[src/rtl/reord_fir_pkg.sv]
package reord_fir_pkg;

  // Strobes from control to datapath.
  typedef struct packed {
    logic load;   // write the accepted sample into the ring
    logic mac;    // a multiply-accumulate step is running
    logic first;  // step 0: restart the sum
    logic last;   // step N-1: round and register the result
  } firStrobe_t;

  // Tap visited at a given step (a permutation when mul is coprime to n).
  function automatic int tapOfStep(int s, int n, int mul, int ofs);
    return (s * mul + ofs) % n;
  endfunction

  // Coefficient value of tap j.
  function automatic int coefOfTap(int j);
    return ((j * 7919 + 1234) % 20001) - 10000;
  endfunction

endpackage

[src/rtl/reord_fir_ctrl.sv]
module reord_fir_ctrl
  import reord_fir_pkg::*;
#(
  parameter int NTAPS = 24,
  localparam int AW = $clog2(NTAPS)
) (
  input  logic          clk,
  input  logic          rstN,
  input  logic          inValid,
  output logic          inReady,
  output logic          busy,
  output logic [AW-1:0] stepIdx,
  output firStrobe_t    strobe
);

  localparam logic [AW-1:0] LAST_STEP = AW'(NTAPS - 1);

  logic onLast;
  logic accept;

  assign onLast  = busy && (stepIdx == LAST_STEP);
  assign inReady = !busy || onLast;
  assign accept  = inValid && inReady;

  always_comb begin
    strobe.load  = accept;
    strobe.mac   = busy;
    strobe.first = busy && (stepIdx == '0);
    strobe.last  = onLast;
  end

  always_ff @(posedge clk or negedge rstN) begin
    if (!rstN) begin
      busy    <= 1'b0;
      stepIdx <= '0;
    end else if (accept) begin
      busy    <= 1'b1;
      stepIdx <= '0;
    end else if (onLast) begin
      busy    <= 1'b0;
      stepIdx <= '0;
    end else if (busy) begin
      stepIdx <= stepIdx + 1'b1;
    end
  end

endmodule

[src/rtl/reord_fir_order_lut.sv]
module reord_fir_order_lut
  import reord_fir_pkg::*;
#(
  parameter int NTAPS   = 24,
  parameter int ORD_MUL = 7,
  parameter int ORD_OFS = 5,
  localparam int AW = $clog2(NTAPS)
) (
  input  logic [AW-1:0] stepIdx,
  output logic [AW-1:0] coefAddr,
  output logic [AW-1:0] sampleOfs
);

  logic [AW-1:0] coefTab [NTAPS];
  logic [AW-1:0] ofsTab  [NTAPS];

  // Two tables: one addresses the coefficient ROM, one names the sample delay.
  for (genvar g = 0; g < NTAPS; g++) begin : g_tab
    assign coefTab[g] = AW'(tapOfStep(g, NTAPS, ORD_MUL, ORD_OFS));
    assign ofsTab[g]  = AW'(tapOfStep(g, NTAPS, ORD_MUL, ORD_OFS));
  end

  assign coefAddr  = coefTab[stepIdx];
  assign sampleOfs = ofsTab[stepIdx];

endmodule

[src/rtl/reord_fir_coef_rom.sv]
module reord_fir_coef_rom
  import reord_fir_pkg::*;
#(
  parameter int NTAPS = 24,
  parameter int CW    = 16,
  localparam int AW = $clog2(NTAPS)
) (
  input  logic [AW-1:0] addr,
  output logic [CW-1:0] coef
);

  logic [CW-1:0] romWord [NTAPS];

  for (genvar g = 0; g < NTAPS; g++) begin : g_rom
    assign romWord[g] = CW'(coefOfTap(g));
  end

  assign coef = romWord[addr];

endmodule

[src/rtl/reord_fir_datapath.sv]
module reord_fir_datapath
  import reord_fir_pkg::*;
#(
  parameter int NTAPS = 24,
  parameter int DW    = 16,
  parameter int CW    = 16,
  parameter int FRAC  = 15,
  localparam int AW   = $clog2(NTAPS),
  localparam int PW   = DW + CW,
  localparam int ACCW = PW + AW
) (
  input  logic          clk,
  input  logic          rstN,
  input  firStrobe_t    strobe,
  input  logic [DW-1:0] inData,
  input  logic [AW-1:0] coefAddr,
  input  logic [AW-1:0] sampleOfs,
  output logic          outValid,
  output logic [DW-1:0] outData
);

  localparam logic [ACCW:0] HALF = (ACCW + 1)'(1) << (FRAC - 1);

  logic [DW-1:0] ring [NTAPS];
  logic [AW-1:0] wrPtr;
  logic [AW-1:0] curPtr;
  logic [AW-1:0] rdAddr;
  logic [DW-1:0] sampleWord;
  logic [CW-1:0] coefWord;
  logic signed [PW-1:0]   prod;
  logic signed [ACCW-1:0] prodExt;
  logic signed [ACCW-1:0] acc;
  logic signed [ACCW-1:0] sumNext;
  logic signed [ACCW:0]   rnd;
  logic signed [ACCW:0]   shifted;
  logic [DW-1:0]          satVal;

  reord_fir_coef_rom #(.NTAPS(NTAPS), .CW(CW)) u_rom (
    .addr(coefAddr),
    .coef(coefWord)
  );

  // Ring read address: newest slot minus the delay, modulo N.
  always_comb begin
    int diff;
    diff = int'(curPtr) - int'(sampleOfs);
    if (diff < 0) diff = diff + NTAPS;
    rdAddr = AW'(diff);
  end

  assign sampleWord = ring[rdAddr];
  assign prod       = $signed(sampleWord) * $signed(coefWord);
  assign prodExt    = {{(ACCW - PW){prod[PW-1]}}, prod};
  assign sumNext    = (strobe.first ? '0 : acc) + prodExt;

  // Round half up, then clamp to the output range.
  always_comb begin
    rnd     = {sumNext[ACCW-1], sumNext} + HALF;
    shifted = rnd >>> FRAC;
    if (!shifted[ACCW] && (|shifted[ACCW:DW-1]))
      satVal = {1'b0, {(DW-1){1'b1}}};
    else if (shifted[ACCW] && !(&shifted[ACCW:DW-1]))
      satVal = {1'b1, {(DW-1){1'b0}}};
    else
      satVal = shifted[DW-1:0];
  end

  // Sample ring: one write per period.
  always_ff @(posedge clk or negedge rstN) begin
    if (!rstN) begin
      for (int i = 0; i < NTAPS; i++) ring[i] <= '0;
      wrPtr  <= '0;
      curPtr <= '0;
    end else if (strobe.load) begin
      ring[wrPtr] <= inData;
      curPtr      <= wrPtr;
      wrPtr       <= (wrPtr == AW'(NTAPS - 1)) ? '0 : wrPtr + 1'b1;
    end
  end

  // Accumulator and output register.
  always_ff @(posedge clk or negedge rstN) begin
    if (!rstN) begin
      acc      <= '0;
      outValid <= 1'b0;
      outData  <= '0;
    end else begin
      if (strobe.mac) acc <= sumNext;
      outValid <= strobe.last;
      if (strobe.last) outData <= satVal;
    end
  end

endmodule

[src/rtl/reord_fir.sv]
module reord_fir
  import reord_fir_pkg::*;
#(
  parameter int NTAPS   = 24,
  parameter int DW      = 16,
  parameter int CW      = 16,
  parameter int FRAC    = 15,
  parameter int ORD_MUL = 7,
  parameter int ORD_OFS = 5
) (
  input  logic          clk,
  input  logic          rstN,
  input  logic          inValid,
  input  logic [DW-1:0] inData,
  output logic          inReady,
  output logic          outValid,
  output logic [DW-1:0] outData,
  output logic          busy
);

  localparam int AW = $clog2(NTAPS);

  firStrobe_t    strobe;
  logic [AW-1:0] stepIdx;
  logic [AW-1:0] coefAddr;
  logic [AW-1:0] sampleOfs;

  reord_fir_ctrl #(.NTAPS(NTAPS)) u_ctrl (
    .clk(clk), .rstN(rstN), .inValid(inValid), .inReady(inReady),
    .busy(busy), .stepIdx(stepIdx), .strobe(strobe)
  );

  reord_fir_order_lut #(.NTAPS(NTAPS), .ORD_MUL(ORD_MUL), .ORD_OFS(ORD_OFS)) u_lut (
    .stepIdx(stepIdx), .coefAddr(coefAddr), .sampleOfs(sampleOfs)
  );

  reord_fir_datapath #(.NTAPS(NTAPS), .DW(DW), .CW(CW), .FRAC(FRAC)) u_dp (
    .clk(clk), .rstN(rstN), .strobe(strobe), .inData(inData),
    .coefAddr(coefAddr), .sampleOfs(sampleOfs),
    .outValid(outValid), .outData(outData)
  );

endmodule

[config.mk]
export PLATFORM = sky130hd
export DESIGN_NAME = reord_fir
export DESIGN_NICKNAME = d
export VERILOG_FILES = /design/src/rtl/reord_fir_pkg.sv /design/src/rtl/reord_fir_ctrl.sv /design/src/rtl/reord_fir_order_lut.sv /design/src/rtl/reord_fir_coef_rom.sv /design/src/rtl/reord_fir_datapath.sv /design/src/rtl/reord_fir.sv
export SDC_FILE = /design/constraint.sdc
export NUM_CORES = 1
export LEC_CHECK = 0
export ABC_AREA = 1
export BUFFER_PORTS_ARGS = -buffer_cell sky130_fd_sc_hd__buf_4
export CAP_MARGIN = 0
export CORE_UTILIZATION = 41
export DETAILED_ROUTE_END_ITERATION = 10
export SYNTH_ARGS = -nofsm -noshare
export SYNTH_HDL_FRONTEND = slang
export SYNTH_SLANG_ARGS = --single-unit
[constraint.sdc]
create_clock -name clk -period 30.3 [get_ports clk]
set_clock_uncertainty 0.1 [all_clocks]
set_input_delay 9.09 -clock clk [delete_from_list [all_inputs] [get_ports clk]]
set_output_delay 9.09 -clock clk [all_outputs]
set_load 0.02 [all_outputs]
==> flow_summary.toml, run 1 <==
[outcome]
status = "complete, no violations"

[drt]
drc = 0
viasPerCell = 5.15
vias = 29000
dr.pass1.iters = 5
ant_nets = 0
totalWireLength_um = 102000
drt-initial-drc-count = 2526
wl_per_cell_um = 18.2

[sta]
timing.final.crit_share_pct = 46.8
setup_viol = 0
finalCriticalPeriod_ns = 14.19
rsz0062_at_grt = "false"
worst-slew-pin-transition_ns = 1.34
finalHoldViolations = 0
fmaxAchievable_mhz = 70.5
slew_headroom_pct = 10.4
fin_tns_setup_ns = 0
slew_violations = 0

[placed_design]
place_hpwl_um = 70400
gp_congestion = 0.923
numPortBuffers = 37

[finish]
insertedDiodeCount = 0
n_fill_cell = 8517
syn2layout_area_growth_pct = 8.46
drive_gt1_share_pct = 4.97
multi_input_area_mm2 = 0.0200
seqCellArea_mm2 = 0.0114
final_nets = 4933

[critical_path]
reg2reg_slack_ns = 16.11
crit_required_ns = 30.76
crit_type = "reg2reg"
critical-path-max-stage-delay_ns = 0.70
crit_path_end_kind = "flip-flop"
crit_fanout = 33
worstPathArrival_ns = 14.64
crit_path_top_delay_cell = "dfrtp_1"
critPathLaunchType = "flip-flop"

[global_route]
antenna_found_initial = 0
grt_pass1_wl_um = 164000
overflow = 0
gr-usage-all-layers_pct = 24.3
grt_max_degree = 159
grt_pass1_vias = 28300

[clocking]
cts_buffers = 52
post_cts_resized = 0
hold_buffers = 0
cts_tree = "done"
htree_levels = 2
cts_sinks = 454
cts.path.max_buffers = 3
clk_pin_slew_worst_paths_ns = 0.06
clkLatencyLatePin_ns = 0.63
root_buffer = "clkbuf_16"
post_cts_buffers = 0

[floorplan]
chipWidth_um = 292
initial_core_util_pct = 41.4
io_pins = 38
die_h_um = 292
rows = 106
dieArea_mm2 = 0.0855
core_mm2 = 0.0836

[synth]
synth-simple-area-share_pct = 24.4
yosysSeqAreaShare_pct = 32.9
yosys_warnings = 0
netlist_instances = 4603
synthAdderAreaFrac_pct = 20.4
synth_top_family_by_area = "simple AND/OR/NAND/NOR gates"
async_flop_share_pct = 100
synth_compound_area_share_pct = 11.3
synthFlopType = "dfrtp_1"
synth-seq-cells = 454
synth-edff-count = 0
synth_xor_area_share_pct = 1.72
synth_area_mm2 = 0.0346
avgSynthCellArea_um2 = 7.51
ys_types = 45
muxShareOfSynthArea_pct = 0
syn_nets = 5026

[run]
maxCapViolCount = 0

[min_path]
hp-class = "reg2reg"
-- cells by family after synthesis --
family	count (synthesis)
flops	454
buf+inv	850
simple gates	2098
xor+xnor	67
fa+ha+maj	404
compound gates	730
-- final timing paths --
kind / from / end / depth (start not counted)
setup / recovery: u_ctrl.stepIdx[0]$_DFFE_PN0P_ / u_dp.outData[8]$_DFFE_PN0P_ / 59
hold / removal: u_dp.acc[17]$_DFFE_PN0P_ / u_dp.acc[17]$_DFFE_PN0P_ / 2
setup reg to reg: u_ctrl.stepIdx[0]$_DFFE_PN0P_ / u_dp.outData[8]$_DFFE_PN0P_ / 59
hold reg to reg: u_dp.acc[17]$_DFFE_PN0P_ / u_dp.acc[17]$_DFFE_PN0P_ / 2
max in group asynchronous: rstN / u_dp.ring[349]$_DFFE_PN0P_ / 3
min in group asynchronous: rstN / u_dp.acc[14]$_DFFE_PN0P_ / 1
-- cells in the final DEF (no fill, tap or decap), types with 5 or more instances in the layout --
cell       count
ha_1         138
xor2_1        31
clkinv_2       8
fa_1         264
o211ai_1       7
nand4_1       30
dfrtp_1      454
nand2_1     1415
nand3b_1       8
o22ai_1        7
buf_4         83
nand2_2       12
clkbuf_1      10
inv_1        605
o21ai_0      480
a21oi_1      163
xnor2_1       33
o31ai_1       18
nor3_1        10
clkbuf_8      15
clkbuf_16     52
clkinv_1      10
nand3_1      233
a32oi_1       32
nor2_2        24
o21bai_1       5
nor2_1       351
-- per-layer routing --
metal,up-vias,GRT usage [%],routed length (um)
met2,777,39.6,46800
met4,0,7.51,3100
li1,14200,-,-
met5,-,0,0
met1,13900,33.8,46800
met3,129,2.93,5670
-- flip-flops by register name, indices dropped and copies added (netlist names) --
register and count:
u_ctrl.busy 1, u_ctrl.stepIdx 5, u_dp.acc 37, u_dp.curPtr 5, u_dp.outData 16, u_dp.outValid 1
u_dp.ring 384, u_dp.wrPtr 5
-- critical path: cells and delay by family (launching register included) --
kind / cells / cell delay [ns]
adders and majority gates: 10 / 4.21
and+or+nand+nor: 21 / 3.21
AOI/OAI and AO/OA: 14 / 2.88
xor gates and xnor gates: 2 / 0.66
DFF: 1 / 0.70
buffers and inverters: 12 / 2.31
-- stage by stage --
stage	instance area [um^2]	cells	utilization (%)	hold WS, ns	setup WS (ns)
finish	37500	5629	44.9	0.383	16.11
global route	37500	5629	44.9	0.398	14.96
CTS	37500	5629	44.9	0.386	16.19
detailed placement	35700	5536	42.8	0.372	16.24
global placement	35700	5536	42.8	0.365	16.35
floorplan	34600	4603	-	0.353	19.14
-- layout make-up --
class / count / area share [%]
clock buffers: 77 / 4.12
well taps: 1080 / 3.60
multi-input cells: 3299 / 53.4
clock inverters: 16 / 0.607
flip-flops and latches: 454 / 30.3
repair buffers: 85 / 1.75
inverters: 618 / 6.21
-- synth_stat cells, types with 8 or more instances --
cell	n	share of area [%]
ha_1	139	5.0
clkbuf_1	210	2.3
nor2_1	351	3.8
nand2_1	1416	15
o21ai_0	480	6.9
o31ai_1	18	0.39
nor3_1	10	0.14
dfrtp_1	454	33
buf_1	10	0.11
fa_1	265	15
nand2_2	11	0.20
xnor2_1	34	0.86
nand4_1	30	0.54
nand3b_1	8	0.17
a32oi_1	32	0.81
a21oi_1	163	2.4
nor2_2	24	0.43
nand3_1	233	3.4
clkinv_1	10	0.11
xor2_1	32	0.81
inv_1	607	6.6
Power of run 1 is left out: the tool's default activity adds up to more than one toggle a clock period on the data nets, which glitch-free logic cannot reach.
==> run 2: changes to the inputs <==
==> constraint.sdc (replaced) <==
create_clock -name clk -period 14.2 [get_ports clk]
set_clock_uncertainty 0.1 [all_clocks]
set_input_delay 4.26 -clock clk [delete_from_list [all_inputs] [get_ports clk]]
set_output_delay 4.26 -clock clk [all_outputs]
set_load 0.02 [all_outputs]
==> run 2 against run 1 <==
Via count increased by 1.7%. Sequential share of layout area is 0.11 points lower. Maximum frequency increased by 7.8%. Final area increased by 0.39%. Global-route usage increased by 0.066 points. Worst hold slack got worse by 0.0029 ns. Largest cell class unchanged.
==> flow_summary.toml, run 2 (synthesis gave the netlist of run 1 again) <==
[outcome]
status = "complete, no violations"

[global_route]
grt_pass1_vias = 28900
gr-usage-all-layers_pct = 24.4
grt_pass1_wl_um = 165000
antenna_found_initial = 1
grt_max_degree = 159
overflow = 0

[floorplan]
io_pins = 38
chipWidth_um = 292
dieArea_mm2 = 0.0855
initial_core_util_pct = 41.4
core_mm2 = 0.0836
rows = 106
die_h_um = 292

[placed_design]
gp_congestion = 0.959
place_hpwl_um = 70600
numPortBuffers = 37

[drt]
dr.pass1.iters = 5
drc = 0
totalWireLength_um = 102000
viasPerCell = 5.24
vias = 29500
ant_nets = 0
drt-initial-drc-count = 2466
wl_per_cell_um = 18.1

[critical_path]
crit_fanout = 16
crit_path_end_kind = "flip-flop"
critPathLaunchType = "flip-flop"
crit_path_top_delay_cell = "xor2_2"
crit_required_ns = 14.62
worstPathArrival_ns = 13.58
path_common_cell = "nand2_1"
reg2reg_slack_ns = 1.03
critical-path-max-stage-delay_ns = 0.94
crit_type = "reg2reg"

[finish]
layout_commonest_cell = "nand2_1"
n_fill_cell = 8525
top_register = "u_dp.ring"
final_cell_mix = "1412 x nand2_1, 603 x inv_1, 480 x o21ai_0"
seqCellArea_mm2 = 0.0114
largest_register_ffs = 384
reg.largest.list = "u_dp.ring x384, u_dp.acc x37, u_dp.outData x16"
multi_input_area_mm2 = 0.0201
drive_gt1_share_pct = 5.27
final_nets = 4941
syn2layout_area_growth_pct = 8.88
insertedDiodeCount = 0

[sta]
rsz0062_at_grt = "false"
fin_tns_setup_ns = 0
slew_headroom_pct = 23.4
fmaxAchievable_mhz = 76.0
finalCriticalPeriod_ns = 13.17
slew_violations = 0
setup_viol = 0
finalHoldViolations = 0
worst-slew-pin-transition_ns = 1.15
timing.final.crit_share_pct = 92.7

[clocking]
cts_tree = "done"
root_buffer = "clkbuf_16"
cts_buffers = 53
cts.path.max_buffers = 3
clk_pin_slew_worst_paths_ns = 0.06
htree_levels = 2
cts_sinks = 454
clkLatencyLatePin_ns = 0.63

[run]
maxCapViolCount = 0

[min_path]
hp-class = "reg2reg"
==> run 2: worst paths after layout <==
path | start | cells past startpoint | end
min in group asynchronous | rstN | 1 | u_dp.acc[9]$_DFFE_PN0P_
max in group asynchronous | rstN | 3 | u_ctrl.stepIdx[0]$_DFFE_PN0P_
hold reg to reg | u_dp.ring[274]$_DFFE_PN0P_ | 2 | u_dp.ring[274]$_DFFE_PN0P_
setup reg to reg | u_ctrl.stepIdx[1]$_DFFE_PN0P_ | 56 | u_dp.outData[0]$_DFFE_PN0P_
setup / recovery | u_ctrl.stepIdx[1]$_DFFE_PN0P_ | 56 | u_dp.outData[0]$_DFFE_PN0P_
hold / removal | u_dp.ring[274]$_DFFE_PN0P_ | 2 | u_dp.ring[274]$_DFFE_PN0P_
==> run 2: layout make-up <==
| cell class | instances | share of cell area [%] |
|---|---|---|
| Inverter | 618 | 6.18 |
| Tap cell | 1080 | 3.59 |
| Multi-Input combinational cell | 3300 | 53.3 |
| Clock buffer | 75 | 4.03 |
| Sequential cell | 454 | 30.2 |
| Timing Repair Buffer | 91 | 1.97 |
| Clock inverter | 17 | 0.721 |
==> run 2: what timing repair did <==
| item | in CTS | in global routing |
|---|---|---|
| buffers inserted | 0 | 0 |
| endpoints found under the setup margin | 0 | 16 |
| hold buffers | 0 | 0 |
| resized for setup | 0 | 9 |
==> run 2: critical path: cells and delay by family, from the launching register on <==
kind            cells  cell delay [ns]
xor+xnor            2             1.11
simple gates       23             3.19
flops               1             0.57
fa+ha+maj          10             4.48
compound gates     14             3.02
buf+inv             7             0.55
==> run 2: metrics by stage <==
step / util (%) / setup WS [ns] / cell area, um^2 / hold WS (ns) / std cells
2_1_floorplan: - / 3.04 / 34600 / 0.353 / 4603
3_3_place_gp: 42.9 / 0.710 / 35800 / 0.366 / 5542
3_5_place_dp: 42.9 / 0.587 / 35800 / 0.370 / 5542
4_1_cts: 45.0 / 0.549 / 37600 / 0.384 / 5634
5_1_grt: 45.1 / 0.0224 / 37600 / 0.399 / 5635
6_report: 45.1 / 1.03 / 37600 / 0.380 / 5635
==> run 2: layer usage <==
metal	part of all wire, %	routed length (um)	track usage [%]
met1	45	45700	33.5
met2	47	48000	40.3
met3	5.7	5860	3.36
met5	0.0088	9	0
met4	2.6	2690	6.50
Power of run 2 is left out for the same reason.
==> run 3: changes to the inputs <==
==> constraint.sdc (replaced) <==
create_clock -name clk -period 15 [get_ports clk]
set_clock_uncertainty 0.1 [all_clocks]
set_input_delay 4.5 -clock clk [delete_from_list [all_inputs] [get_ports clk]]
set_output_delay 4.5 -clock clk [all_outputs]
set_load 0.02 [all_outputs]
==> run 3 against run 2 <==
Non-clock buffer count down 7. Sequential share of layout area up 0.14 points. Wire length down 0.13%. Critical endpoint unchanged.
==> flow_summary.toml, run 3 (synthesis gave the netlist of run 1 again) <==
[run]
maxCapViolCount = 0

[clocking]
cts_buffers = 52
htree_levels = 2
cts_tree = "done"
cts.path.max_buffers = 3
cts_sinks = 454
clk_pin_slew_worst_paths_ns = 0.06
post_cts_resized = 0
post_cts_buffers = 0
hold_buffers = 0
root_buffer = "clkbuf_16"
clkLatencyLatePin_ns = 0.60

[critical_path]
path_common_cell = "nand2_1"
critPathLaunchType = "flip-flop"
crit_fanout = 33
worstPathArrival_ns = 14.24
cp-startpoint = "u_ctrl.stepIdx[0]$_DFFE_PN0P_"
critical-path-max-stage-delay_ns = 0.73
r2r_start = "u_ctrl.stepIdx[0]$_DFFE_PN0P_"
crit_type = "reg2reg"
crit_path_end_kind = "flip-flop"
crit_path_top_delay_cell = "dfrtp_1"
crit_required_ns = 15.48

[finish]
n_fill_cell = 8650
reg.largest.list = "u_dp.ring x384, u_dp.acc x37, u_dp.outData x16"
syn2layout_area_growth_pct = 8.36
largest_register_ffs = 384
final_nets = 4932
drive_gt1_share_pct = 4.95
insertedDiodeCount = 0
layout_commonest_cell = "nand2_1"
final_cell_mix = "1415 x nand2_1, 605 x inv_1, 480 x o21ai_0"
top_register = "u_dp.ring"

[floorplan]
initial_core_util_pct = 41.4
dieArea_mm2 = 0.0855
die_h_um = 292
io_pins = 38
chipWidth_um = 292
rows = 106
core_mm2 = 0.0836

[sta]
rsz0062_at_grt = "false"
finalHoldViolations = 0
slew_headroom_pct = 28.4
worst-slew-pin-transition_ns = 1.07
setup_viol = 0
fmaxAchievable_mhz = 72.7
fin_tns_setup_ns = 0
slew_violations = 0
timing.final.crit_share_pct = 91.7
finalCriticalPeriod_ns = 13.76

[min_path]
hp-class = "reg2reg"
hold_start = "u_dp.acc[8]$_DFFE_PN0P_"

[outcome]
status = "complete, no violations"

[drt]
wl_per_cell_um = 18.1
vias = 29100
viasPerCell = 5.17
drc = 0
dr.pass1.iters = 6
totalWireLength_um = 102000
drt-initial-drc-count = 2385
ant_nets = 0

[placed_design]
place_hpwl_um = 71300
gp_congestion = 0.934
numPortBuffers = 37

[global_route]
antenna_found_initial = 1
gr-usage-all-layers_pct = 24.4
overflow = 0
grt_pass1_wl_um = 164000
grt_max_degree = 169
grt_pass1_vias = 28500
## run 3: changes by cell type in the layout (fill, tap and decap cells not counted), sizes merged
cell / change
clkbuf: -2
buf: -7
inv: -1
xor2: -1
bufinv: -2
clkinvlp: +3
clkinv: +5
## run 3: critical path: cells and delay by family, from the launching register on
kind | cells | cell delay (ns)
buffers and inverters | 10 | 1.83
xor gates and xnor gates | 2 | 0.63
DFF | 1 | 0.73
and+or+nand+nor | 19 | 2.87
adders and majority gates | 10 | 4.44
AOI/OAI and AO/OA | 14 | 3.12
## run 3: layout make-up
| cell class | count | area (um^2) | area share (%) |
|---|---|---|---|
| Inverter | 618 | 2330 | 6.21 |
| Clock inverter | 22 | 225 | 0.601 |
| Timing Repair Buffer | 84 | 701 | 1.87 |
| Sequential cell | 454 | 11400 | 30.3 |
| Clock buffer | 73 | 1470 | 3.92 |
| Tap cell | 1080 | 1350 | 3.61 |
| Multi-Input combinational cell | 3299 | 20000 | 53.5 |
## run 3: worst paths after layout
kind	slack (ns)	depth (start not counted)	endpoint
max reg2reg	1.24	55	u_dp.outData[0]$_DFFE_PN0P_
max in group asynchronous	8.57	3	u_dp.ring[159]$_DFFE_PN0P_
min in group asynchronous	3.74	1	u_dp.acc[14]$_DFFE_PN0P_
min reg2reg	0.38	2	u_dp.acc[8]$_DFFE_PN0P_
min	0.38	2	u_dp.acc[8]$_DFFE_PN0P_
max	1.24	55	u_dp.outData[0]$_DFFE_PN0P_
## run 3: stage by stage
step                      utilization [%]  cells  area, um^2  hold slack [ns]  setup slack (ns)
after floorplan                         -   4603       34600            0.353              3.84
after global placement               42.8   5535       35800            0.366              1.25
after detailed placement             42.8   5535       35800            0.369              1.21
after CTS                            44.8   5630       37500            0.387              1.23
after global routing                 44.8   5630       37500            0.395             0.122
final                                44.8   5630       37500            0.381              1.24
## run 3: per-layer routing
layer	part of all wire (%)	vias to the layer above	GRT usage, %	wire length [um]
li1	-	14200	-	-
met1	46	14000	33.9	46600
met2	45	780	39.0	46400
met3	5.7	158	3.36	5770
met4	3.3	2	8.40	3380
met5	0.013	-	0	13
Power of run 3 is left out for the same reason.
